### src/rtl/clksw_pkg.sv
package clksw_pkg;
  localparam int CODE_W   = 4;
  localparam int CODE_REP = 3;
  localparam int FIELD_W  = CODE_W * CODE_REP;
  localparam int STEP_W   = 3;

  typedef logic [FIELD_W-1:0] field_t;

  localparam logic [CODE_W-1:0] CODE_BASE = 4'd0;
  localparam logic [CODE_W-1:0] CODE_HALF = 4'd1;
  localparam logic [CODE_W-1:0] CODE_PLL  = 4'd2;

  function automatic field_t rep_code(input logic [CODE_W-1:0] c);
    field_t f;
    for (int i = 0; i < CODE_REP; i++) f[i*CODE_W +: CODE_W] = c;
    return f;
  endfunction

  localparam field_t FLD_BASE = rep_code(CODE_BASE);
  localparam field_t FLD_HALF = rep_code(CODE_HALF);
  localparam field_t FLD_PLL  = rep_code(CODE_PLL);

  localparam logic [STEP_W-1:0] FIRST_STEP = 3'd1;
  localparam logic [STEP_W-1:0] LAST_STEP  = 3'd5;

  typedef enum logic {ST_IDLE, ST_SETTLE} seq_state_e;
endpackage

### src/rtl/clksw_settle_timer.sv
module clksw_settle_timer #(
  parameter int SETTLE = 16
) (
  input  logic clk_i,
  input  logic rst_ni,
  input  logic load_i,
  output logic zero_o
);
  localparam int CW = (SETTLE > 1) ? $clog2(SETTLE) : 1;
  localparam logic [CW-1:0] RELOAD = CW'(SETTLE - 1);

  logic [CW-1:0] cnt_q, cnt_n;
  logic          cnt_en;

  always_comb begin
    cnt_en = load_i || (cnt_q != '0);
    cnt_n  = load_i ? RELOAD : cnt_q - 1'b1;
  end

  always_ff @(posedge clk_i or negedge rst_ni) begin
    if (!rst_ni)     cnt_q <= '0;
    else if (cnt_en) cnt_q <= cnt_n;
  end

  assign zero_o = (cnt_q == '0);


  tmr_countdown_chk: assert property (@(posedge clk_i) disable iff (!rst_ni)
    (!load_i && !zero_o) |=> (cnt_q == $past(cnt_q) - 1'b1));
endmodule

### src/rtl/clksw_step_fsm.sv
module clksw_step_fsm
  import clksw_pkg::*;
(
  input  logic   clk_i,
  input  logic   rst_ni,
  input  logic   start_i,
  input  logic   ratio_half_i,
  input  logic   tmr_zero_i,
  output logic   tmr_load_o,
  output field_t src_o,
  output field_t core_o,
  output field_t sys_o,
  output logic   busy_o,
  output logic   done_o
);
  seq_state_e          st_q, st_n;
  logic [STEP_W-1:0]   step_q, step_n;
  field_t              src_q, src_n, core_q, core_n, sys_q, sys_n;
  logic                ratio_q, ratio_n, done_q, done_n, load;

  always_comb begin
    st_n    = st_q;
    step_n  = step_q;
    src_n   = src_q;
    core_n  = core_q;
    sys_n   = sys_q;
    ratio_n = ratio_q;
    done_n  = 1'b0;
    load    = 1'b0;
    unique case (st_q)
      ST_IDLE: begin
        if (start_i) begin
          st_n    = ST_SETTLE;
          step_n  = FIRST_STEP;
          ratio_n = ratio_half_i;
          load    = 1'b1;
          src_n   = FLD_BASE;
          core_n  = FLD_BASE;
          sys_n   = FLD_BASE;
        end
      end
      ST_SETTLE: begin
        if (tmr_zero_i) begin
          if (step_q == LAST_STEP) begin
            st_n   = ST_IDLE;
            done_n = 1'b1;
          end else begin
            step_n = STEP_W'(step_q + 1'b1);
            load   = 1'b1;
            case (step_q)
              3'd1:    core_n = FLD_HALF;
              3'd2:    sys_n  = ratio_q ? FLD_HALF : FLD_BASE;
              3'd3:    src_n  = FLD_PLL;
              3'd4:    core_n = FLD_BASE;
              default: ;
            endcase
          end
        end
      end
      default: st_n = ST_IDLE;
    endcase
  end

  always_ff @(posedge clk_i or negedge rst_ni) begin
    if (!rst_ni) begin
      st_q    <= ST_IDLE;
      step_q  <= '0;
      src_q   <= FLD_BASE;
      core_q  <= FLD_BASE;
      sys_q   <= FLD_BASE;
      ratio_q <= 1'b0;
      done_q  <= 1'b0;
    end else begin
      st_q   <= st_n;
      step_q <= step_n;
      done_q <= done_n;
      if (load) begin
        src_q  <= src_n;
        core_q <= core_n;
        sys_q  <= sys_n;
      end
      if (st_q == ST_IDLE) ratio_q <= ratio_n;
    end
  end

  assign tmr_load_o = load;
  assign src_o      = src_q;
  assign core_o     = core_q;
  assign sys_o      = sys_q;
  assign busy_o     = (st_q == ST_SETTLE);
  assign done_o     = done_q;


  src_core_sep_chk: assert property (@(posedge clk_i) disable iff (!rst_ni)
    !$stable(src_q) |-> $stable(core_q));

  pll_under_half_chk: assert property (@(posedge clk_i) disable iff (!rst_ni)
    (!$stable(src_q) && src_q == FLD_PLL) |-> core_q == FLD_HALF);

  done_pulse_chk: assert property (@(posedge clk_i) disable iff (!rst_ni)
    done_q |=> !done_q);

  done_idle_chk: assert property (@(posedge clk_i) disable iff (!rst_ni)
    done_q |-> !busy_o);

  busy_start_chk: assert property (@(posedge clk_i) disable iff (!rst_ni)
    (busy_o && start_i && !tmr_zero_i) |=> step_q == $past(step_q));

  legal_code_chk: assert property (@(posedge clk_i) disable iff (!rst_ni)
    (src_q == FLD_BASE || src_q == FLD_PLL) &&
    (core_q == FLD_BASE || core_q == FLD_HALF) &&
    (sys_q == FLD_BASE || sys_q == FLD_HALF));
endmodule

### src/rtl/clksw_enable_gen.sv
module clksw_enable_gen
  import clksw_pkg::*;
#(
  parameter int XTAL_DIV = 10
) (
  input  logic   clk_i,
  input  logic   rst_ni,
  input  field_t src_i,
  input  field_t core_i,
  input  field_t sys_i,
  output logic   core_en_o,
  output logic   sys_en_o
);
  localparam int XW = (XTAL_DIV > 1) ? $clog2(XTAL_DIV) : 1;

  logic xtal_tick, src_en, core_half, sys_half;
  logic core_ph_q, sys_ph_q;

  generate
    if (XTAL_DIV > 1) begin : g_xtal_cnt
      logic [XW-1:0] xcnt_q;
      always_ff @(posedge clk_i or negedge rst_ni) begin
        if (!rst_ni)                          xcnt_q <= '0;
        else if (xcnt_q == XW'(XTAL_DIV - 1)) xcnt_q <= '0;
        else                                  xcnt_q <= xcnt_q + 1'b1;
      end
      assign xtal_tick = (xcnt_q == XW'(XTAL_DIV - 1));
    end else begin : g_xtal_full
      assign xtal_tick = 1'b1;
    end
  endgenerate

  assign src_en    = (src_i == FLD_PLL) ? 1'b1 : xtal_tick;
  assign core_half = (core_i == FLD_HALF);
  assign sys_half  = (sys_i == FLD_HALF);
  assign core_en_o = src_en & (~core_half | core_ph_q);
  assign sys_en_o  = core_en_o & (~sys_half | sys_ph_q);

  always_ff @(posedge clk_i or negedge rst_ni) begin
    if (!rst_ni)                core_ph_q <= 1'b0;
    else if (!core_half)        core_ph_q <= 1'b0;
    else if (src_en)            core_ph_q <= ~core_ph_q;
  end

  always_ff @(posedge clk_i or negedge rst_ni) begin
    if (!rst_ni)                sys_ph_q <= 1'b0;
    else if (!sys_half)         sys_ph_q <= 1'b0;
    else if (core_en_o)         sys_ph_q <= ~sys_ph_q;
  end


  core_rate_chk: assert property (@(posedge clk_i) disable iff (!rst_ni)
    core_en_o |-> src_en);

  core_half_alt_chk: assert property (@(posedge clk_i) disable iff (!rst_ni)
    (core_en_o && core_half) ##1 core_half |-> !core_en_o);

  sys_rate_chk: assert property (@(posedge clk_i) disable iff (!rst_ni)
    sys_en_o |-> core_en_o);
endmodule

### src/rtl/clksw_seq_top.sv
module clksw_seq_top
  import clksw_pkg::*;
#(
  parameter int SETTLE_CYCLES = 16,
  parameter int XTAL_DIV      = 10
) (
  input  logic               clk_i,
  input  logic               rst_ni,
  input  logic               start_i,
  input  logic               ratio_half_i,
  output logic [FIELD_W-1:0] src_sel_o,
  output logic [FIELD_W-1:0] core_div_o,
  output logic [FIELD_W-1:0] sys_div_o,
  output logic               busy_o,
  output logic               done_o,
  output logic               core_en_o,
  output logic               sys_en_o
);
  logic [1:0] rst_sync_q;
  logic       rst_n_int, tmr_load, tmr_zero;
  field_t     src_w, core_w, sys_w;

  always_ff @(posedge clk_i or negedge rst_ni) begin
    if (!rst_ni) rst_sync_q <= 2'b00;
    else         rst_sync_q <= {rst_sync_q[0], 1'b1};
  end
  assign rst_n_int = rst_sync_q[1];

  clksw_settle_timer #(.SETTLE(SETTLE_CYCLES)) u_timer (
    .clk_i  (clk_i),
    .rst_ni (rst_n_int),
    .load_i (tmr_load),
    .zero_o (tmr_zero)
  );

  clksw_step_fsm u_fsm (
    .clk_i        (clk_i),
    .rst_ni       (rst_n_int),
    .start_i      (start_i),
    .ratio_half_i (ratio_half_i),
    .tmr_zero_i   (tmr_zero),
    .tmr_load_o   (tmr_load),
    .src_o        (src_w),
    .core_o       (core_w),
    .sys_o        (sys_w),
    .busy_o       (busy_o),
    .done_o       (done_o)
  );

  clksw_enable_gen #(.XTAL_DIV(XTAL_DIV)) u_en (
    .clk_i     (clk_i),
    .rst_ni    (rst_n_int),
    .src_i     (src_w),
    .core_i    (core_w),
    .sys_i     (sys_w),
    .core_en_o (core_en_o),
    .sys_en_o  (sys_en_o)
  );

  assign src_sel_o  = src_w;
  assign core_div_o = core_w;
  assign sys_div_o  = sys_w;


  reset_quiet_chk: assert property (@(posedge clk_i) disable iff (!rst_n_int)
    $rose(busy_o) |-> $past(start_i));
endmodule

### config.mk
export PLATFORM = sky130hd
export DESIGN_NAME = clksw_seq_top
export DESIGN_NICKNAME = d
export VERILOG_FILES = /design/src/rtl/clksw_pkg.sv /design/src/rtl/clksw_settle_timer.sv /design/src/rtl/clksw_step_fsm.sv /design/src/rtl/clksw_enable_gen.sv /design/src/rtl/clksw_seq_top.sv
export SDC_FILE = /design/constraint.sdc
export NUM_CORES = 1
export LEC_CHECK = 0
export BUFFER_PORTS_ARGS = -buffer_cell sky130_fd_sc_hd__buf_2
export CAP_MARGIN = 20
export CORE_MARGIN = 4
export CORE_UTILIZATION = 40
export CTS_CLUSTER_SIZE = 40
export DETAILED_ROUTE_END_ITERATION = 8
export PLACE_DENSITY = 0.63
export SLEW_MARGIN = 20
export SYNTH_ARGS = -nofsm -noshare
export SYNTH_HDL_FRONTEND = slang
export SYNTH_SLANG_ARGS = --single-unit
### constraint.sdc
create_clock -name clk_i -period 1.43 [get_ports clk_i]
set_clock_uncertainty 0.1 [all_clocks]
set_input_delay 0.3575 -clock clk_i [delete_from_list [all_inputs] [get_ports clk_i]]
set_output_delay 0.3575 -clock clk_i [all_outputs]
set_load 0.01 [all_outputs]
==> impl_metrics.json, run 1 <==
{
  "status": "complete, but fails checks",
  "violations": "setup timing",
  "overflow": 0,
  "dieArea_sq_um": 4330,
  "start_util_pct": 42.8,
  "tns_ps": -908,
  "grt_max_degree": 20,
  "row_count": 20,
  "critPathKind": "flip-flop to primary output",
  "slew_viol_final": 0,
  "cts_root_buf": "clkbuf_4",
  "area_growth_pct": 29.2,
  "pre_cts_ws_ps": -48.0,
  "cap_violations": 0,
  "setup_ws_ps": -367,
  "dpl.hpwl_microns": 1860,
  "antenna_found_initial": 0,
  "drc": 0,
  "drt_pass1_iterations": 4,
  "ys_ff_latch": 21,
  "clockBufferDepth": 2,
  "ys_seq_area_share_pct": 39.3,
  "vias_per_cell": 4.44,
  "crit_slowest_cell": "dfrtp_1",
  "hp-class": "flip-flop to asynchronous set/reset pin",
  "start_kind": "flip-flop",
  "yosysWarnings": 0,
  "worstSetupEndpointType": "primary output",
  "stdcell_area_sq_um": 1730,
  "power_density_nw_per_um2": 557,
  "die_h_microns": 65.8,
  "wl_microns": 2550,
  "ctsHtreeMaxLevel": 1,
  "total_power_w": 0.000963,
  "synth_cell_types": 34,
  "cts_buffers": 3,
  "fin_crit_sh_pct": 126,
  "clk_pin_slew_worst_paths_ps": 130,
  "drt_iter0_drc": 23,
  "path_max_fanout": 3,
  "ir_worst_vdd_mv": 0.237,
  "diodes": 0,
  "gp_congestion": 0.857,
  "crit_chain": "and4bb_2 -> o22ai_2 -> nor2b_2 -> buf_2",
  "syn_area_per_cell_sq_um": 9.91,
  "io_pins": 44,
  "grt_pass1_vias": 1011,
  "post_drt_wl_per_cell_microns": 11.6,
  "num-nets-final": 188,
  "cts_tree": "built",
  "antenna_left": 0,
  "drive_gt1_share_pct": 42.6,
  "cp.arrival_ps": 1340,
  "grt_pass1_wl_microns": 4320,
  "grt_setup_unrepaired": "true",
  "placed_area_sq_um": 1500,
  "die_w_microns": 65.8,
  "clkLatencyLatePin_ps": 310,
  "placeableCoreArea_sq_um": 3130,
  "vias": 977,
  "syn-cell-area_sq_um": 1340,
  "synthCells": 135,
  "clock_sinks": 21,
  "max_freq_mhz": 556,
  "max_stage_delay_ps": 400,
  "hold_ws_ps": 107,
  "min_period_ps": 1800,
  "cp.required_ps": 970,
  "leakage_nw": 0.918,
  "setup_violations": 10,
  "io_buffers": 16,
  "hold_viol": 0,
  "track_usage_pct": 12.6
}
## cells by family (layout without fill, tap and decap cells)
group | Yosys count | after routing | synth area share (%)
compound gates | 19 | 19 | 11.0
xor+xnor | 2 | 2 | 1.31
fa+ha+maj | 7 | 7 | 6.55
buf+inv | 44 | 59 | 21.7
flops | 21 | 21 | 39.3
mux | 5 | 5 | 3.93
other cells | 2 | 28 | 0.561
simple gates | 35 | 35 | 15.6
## cells in the mapped netlist
cell	number	area (sq um)
o21ai_0	4	20.0
a21boi_4	1	18.8
nor2b_1	3	18.8
buf_4	33	248
xnor2_1	2	17.5
mux2i_1	3	30.0
or3_1	1	6.26
a221oi_1	1	8.76
nor3_1	5	25.0
nand3b_1	1	7.51
a22o_1	3	26.3
nand2b_1	3	18.8
or3b_4	1	11.3
buf_2	1	5.00
mux2_2	2	22.5
a21oi_1	5	25.0
a221oi_2	1	15.0
nand2_4	1	11.3
a211o_1	1	8.76
inv_1	10	37.5
nor3b_4	1	18.8
and2_0	1	6.26
conb_1	2	7.51
nand2_1	11	41.3
and2_1	1	6.26
o21a_1	1	7.51
o22ai_2	1	12.5
dfrtp_1	21	526
o21ai_1	1	5.00
and4bb_2	1	12.5
nor2_1	1	3.75
nand4_1	1	6.26
nand3_1	3	15.0
ha_1	7	87.6
## state kept, by name (all words and copies together) (netlist names)
name / flops
u_en.g_xtal_cnt.xcnt_q: 4
u_en.sys_ph_q: 1
rst_sync_q: 2
u_fsm.done_o: 1
u_fsm.core_o: 1
u_timer.cnt_q: 4
u_en.core_ph_q: 1
u_fsm.step_q: 3
u_fsm.src_o: 1
u_fsm.busy_o: 1
u_fsm.sys_o: 1
u_fsm.ratio_q: 1
## area by class of cell
class	instances	area, sq um
inverters	10	37.5
repair buffers	45	367
clock inverters	1	7.51
well taps	44	55.1
fillers	281	1400
clock buffers	3	22.5
multi-input cells	96	713
flip-flops and latches	21	526
## placed cells by master, fill, tap and decap left out, types with 5 or more instances in the layout
| master | n |
|---|---|
| ha_1 | 5 |
| inv_1 | 8 |
| buf_6 | 13 |
| nand2_1 | 11 |
| conb_1 | 28 |
| buf_2 | 9 |
| dfrtp_1 | 21 |
| buf_4 | 22 |
## metrics by stage
| stage | cells | utilization [%] |
|---|---|---|
| 6_report | 220 | 55.2 |
| 5_1_grt | 220 | 55.2 |
| 4_1_cts | 219 | 53.6 |
| 3_5_place_dp | 209 | 48.0 |
| 3_3_place_gp | 209 | 48.0 |
| 2_1_floorplan | 161 | - |
## per-layer routing
layer / global-route usage [%] / share of wire, % / vias up / routed length, microns
met5: 0 / 0 / - / 0
met2: 23.4 / 51 / 35 / 1290
met4: 3.11 / 0.82 / 0 / 21
met3: 2.04 / 6.3 / 4 / 160
li1: - / - / 470 / -
met1: 14.9 / 42 / 468 / 1080
## critical path, delay by kind of cell (launching register included)
family,cells,cell delay (ps)
and+or+nand+nor,2,410
DFF,1,400
buffers and inverters,1,130
AOI/OAI and AO/OA,1,90
## timing repair
action / 4_1_cts / 5_1_grt
pin swaps: 7 / 3
buffers inserted: 5 / 1
hold buffers: 1 / 0
gates resized for setup: 21 / 11
endpoints found under the hold margin: 2 / 0
setup endpoints to repair: 22 / 23
## report_power, final
group | switching [W] | total (W) | internal, W
Combinational | 0.0000486 | 0.0000561 | 0.00000757
Sequential | 0.00000121 | 0.000599 | 0.000598
Clock | 0.000201 | 0.000308 | 0.000107
Total | 0.000251 | 0.000963 | 0.000712
## worst paths after layout
path,start,endpoint,slack (ps),cells after the start
hold reg to reg,rst_sync_q[1],u_en.g_xtal_cnt.xcnt_q[3],110,1
hold / removal,rst_sync_q[1],u_en.g_xtal_cnt.xcnt_q[3],110,1
setup reg to reg,u_timer.cnt_q[0],u_fsm.core_o[4],-40,6
min in group clk_i,ratio_half_i,u_fsm.ratio_q,170,2
max in group asynchronous,rst_ni,rst_sync_q[0],910,2
setup / recovery,u_en.g_xtal_cnt.xcnt_q[2],sys_en_o,-370,4
No activity file was read; power rests on OpenSTA's default activity.
==> inputs of run 2 (changes only) <==
- PLACE_DENSITY: 0.63 -> 0.66
==> run 2 against run 1 <==
The run still ends with setup timing left. Clock power decreased by 8.1%. Utilization decreased by 1.3 points. Wire length rose by 0.12%. Sequential power hardly changed.
==> impl_metrics.json, run 2 (synthesized netlist as in run 1, its figures left out) <==
{
  "grt_pass1_vias": 919,
  "row_count": 20,
  "grt_max_degree": 20,
  "vias": 996,
  "max_stage_delay_ps": 380,
  "use_met3_pct": 1.70,
  "io_buffers": 16,
  "violations": "setup timing",
  "drt_pass1_iterations": 4,
  "antenna_left": 0,
  "grt_setup_unrepaired": "true",
  "drc": 0,
  "placeableCoreArea_sq_um": 3130,
  "post_drt_wl_per_cell_microns": 11.6,
  "setup_violations": 9,
  "cp.required_ps": 970,
  "track_usage_pct": 11.9,
  "tns_ps": -914,
  "hp-class": "flip-flop to asynchronous set/reset pin",
  "total_power_w": 0.000938,
  "die_w_microns": 65.8,
  "min_period_ps": 1790,
  "grt_pass1_wl_microns": 3950,
  "num-nets-final": 188,
  "start_kind": "flip-flop",
  "fin_crit_sh_pct": 125,
  "slew_viol_final": 0,
  "diodes": 0,
  "grtUsageMet1_pct": 13.0,
  "switching_share_pct": 23.8,
  "ir_worst_vdd_mv": 0.221,
  "power_density_nw_per_um2": 555,
  "cts_buffers": 3,
  "antenna_found_initial": 0,
  "internal-power_w": 0.000714,
  "wl_microns": 2550,
  "layout_commonest_cell": "conb_1",
  "clock_power_share_pct": 30.2,
  "clockBufferDepth": 2,
  "leakage_nw": 0.878,
  "worstSetupEndpointType": "primary output",
  "start_util_pct": 42.8,
  "io_pins": 44,
  "drt_iter0_drc": 15,
  "cap_violations": 0,
  "pre_cts_ws_ps": -55.2,
  "clock_sinks": 21,
  "overflow": 0,
  "cts_tree": "built",
  "combPwrFrac_pct": 5.9,
  "cp.arrival_ps": 1330,
  "clk_pin_slew_worst_paths_ps": 110,
  "area_growth_pct": 26.2,
  "gr-usage-met2_pct": 21.4,
  "ctsHtreeMaxLevel": 1,
  "dpl.hpwl_microns": 1810,
  "top_regs": "u_en.g_xtal_cnt.xcnt_q: 4 flops, u_timer.cnt_q: 4 flops, u_fsm.step_q: 3 flops",
  "path_max_fanout": 3,
  "cts_root_buf": "clkbuf_4",
  "critPathKind": "flip-flop to primary output",
  "busiest_layer": "met2",
  "seqPwrFrac_pct": 63.9,
  "crit_slowest_cell": "dfrtp_1",
  "die_h_microns": 65.8,
  "dieArea_sq_um": 4330,
  "power_switching_w": 0.000223,
  "crit_chain": "and4bb_2 -> o22ai_4 -> nor2b_2 -> buf_2",
  "status": "complete, but fails checks",
  "hold_viol": 0,
  "drive_gt1_share_pct": 44.3,
  "setup_ws_ps": -357,
  "gp_congestion": 0.840,
  "final_cell_mix": "conb_1, buf_4, dfrtp_1",
  "max_freq_mhz": 560,
  "clkLatencyLatePin_ps": 300,
  "vias_per_cell": 4.53
}
[run 2: worst max-delay path: cells and delay by family (launching register included)]
family / cells / cell delay, ps
AO/OA/AOI/OAI: 1 / 80
buffers and inverters: 1 / 130
AND/OR/NAND/NOR: 2 / 430
flip-flops: 1 / 380
[run 2: stage by stage]
| step | area [sq um] | hold WS, ps | utilization (%) | std cells |
|---|---|---|---|---|
| finish | 1690 | 113 | 54.0 | 220 |
| global placement | 1470 | 42.6 | 47.0 | 205 |
| detailed placement | 1470 | 45.0 | 47.0 | 205 |
| CTS | 1580 | 132 | 50.5 | 214 |
| global route | 1690 | 151 | 54.0 | 220 |
| floorplan | 1450 | -38.1 | - | 161 |
[run 2: what timing repair did]
| action | CTS | global route |
|---|---|---|
| cloned | 0 | 0 |
| resized for setup | 14 | 13 |
| endpoints found under the setup margin | 14 | 25 |
| pin swaps | 8 | 6 |
| hold buffers | 1 | 0 |
| endpoints found under the hold margin | 2 | 0 |
| buffers inserted | 4 | 6 |
[run 2: layout make-up]
class | instances | area, sq um
clock buffer | 4 | 26.3
fill | 267 | 1440
inverter | 10 | 37.5
multi-input combinational | 96 | 712
sequential | 21 | 531
tap | 44 | 55.1
timing repair buffer | 45 | 327
[run 2: worst paths after layout]
check | start | end | slack, ps | cells past startpoint
worst max-delay path | u_en.g_xtal_cnt.xcnt_q[1] | sys_en_o | -360 | 4
worst min-delay path | rst_sync_q[1] | u_en.g_xtal_cnt.xcnt_q[0] | 110 | 1
worst max register to register | u_timer.cnt_q[0] | u_fsm.core_o[4] | -60 | 6
worst min register to register | rst_sync_q[1] | u_en.g_xtal_cnt.xcnt_q[0] | 110 | 1
max in group asynchronous | rst_sync_q[1] | u_fsm.step_q[0] | 900 | 1
min in group clk_i | ratio_half_i | u_fsm.ratio_q | 180 | 2
[run 2: per-layer routing]
metal | wire length [microns] | vias up
li1 | - | 469
met1 | 956 | 481
met2 | 1350 | 39
met3 | 179 | 7
met4 | 70 | 0
met5 | 0 | -
[run 2: power groups by stage]
stage               sequential, W  clock [W]  combinational [W]
CTS                      0.000599   0.000295          0.0000540
global placement         0.000611          0          0.0000516
floorplan                0.000618          0          0.0000870
global route             0.000600   0.000314          0.0000617
finish                   0.000599   0.000283          0.0000549
detailed placement       0.000611          0          0.0000518
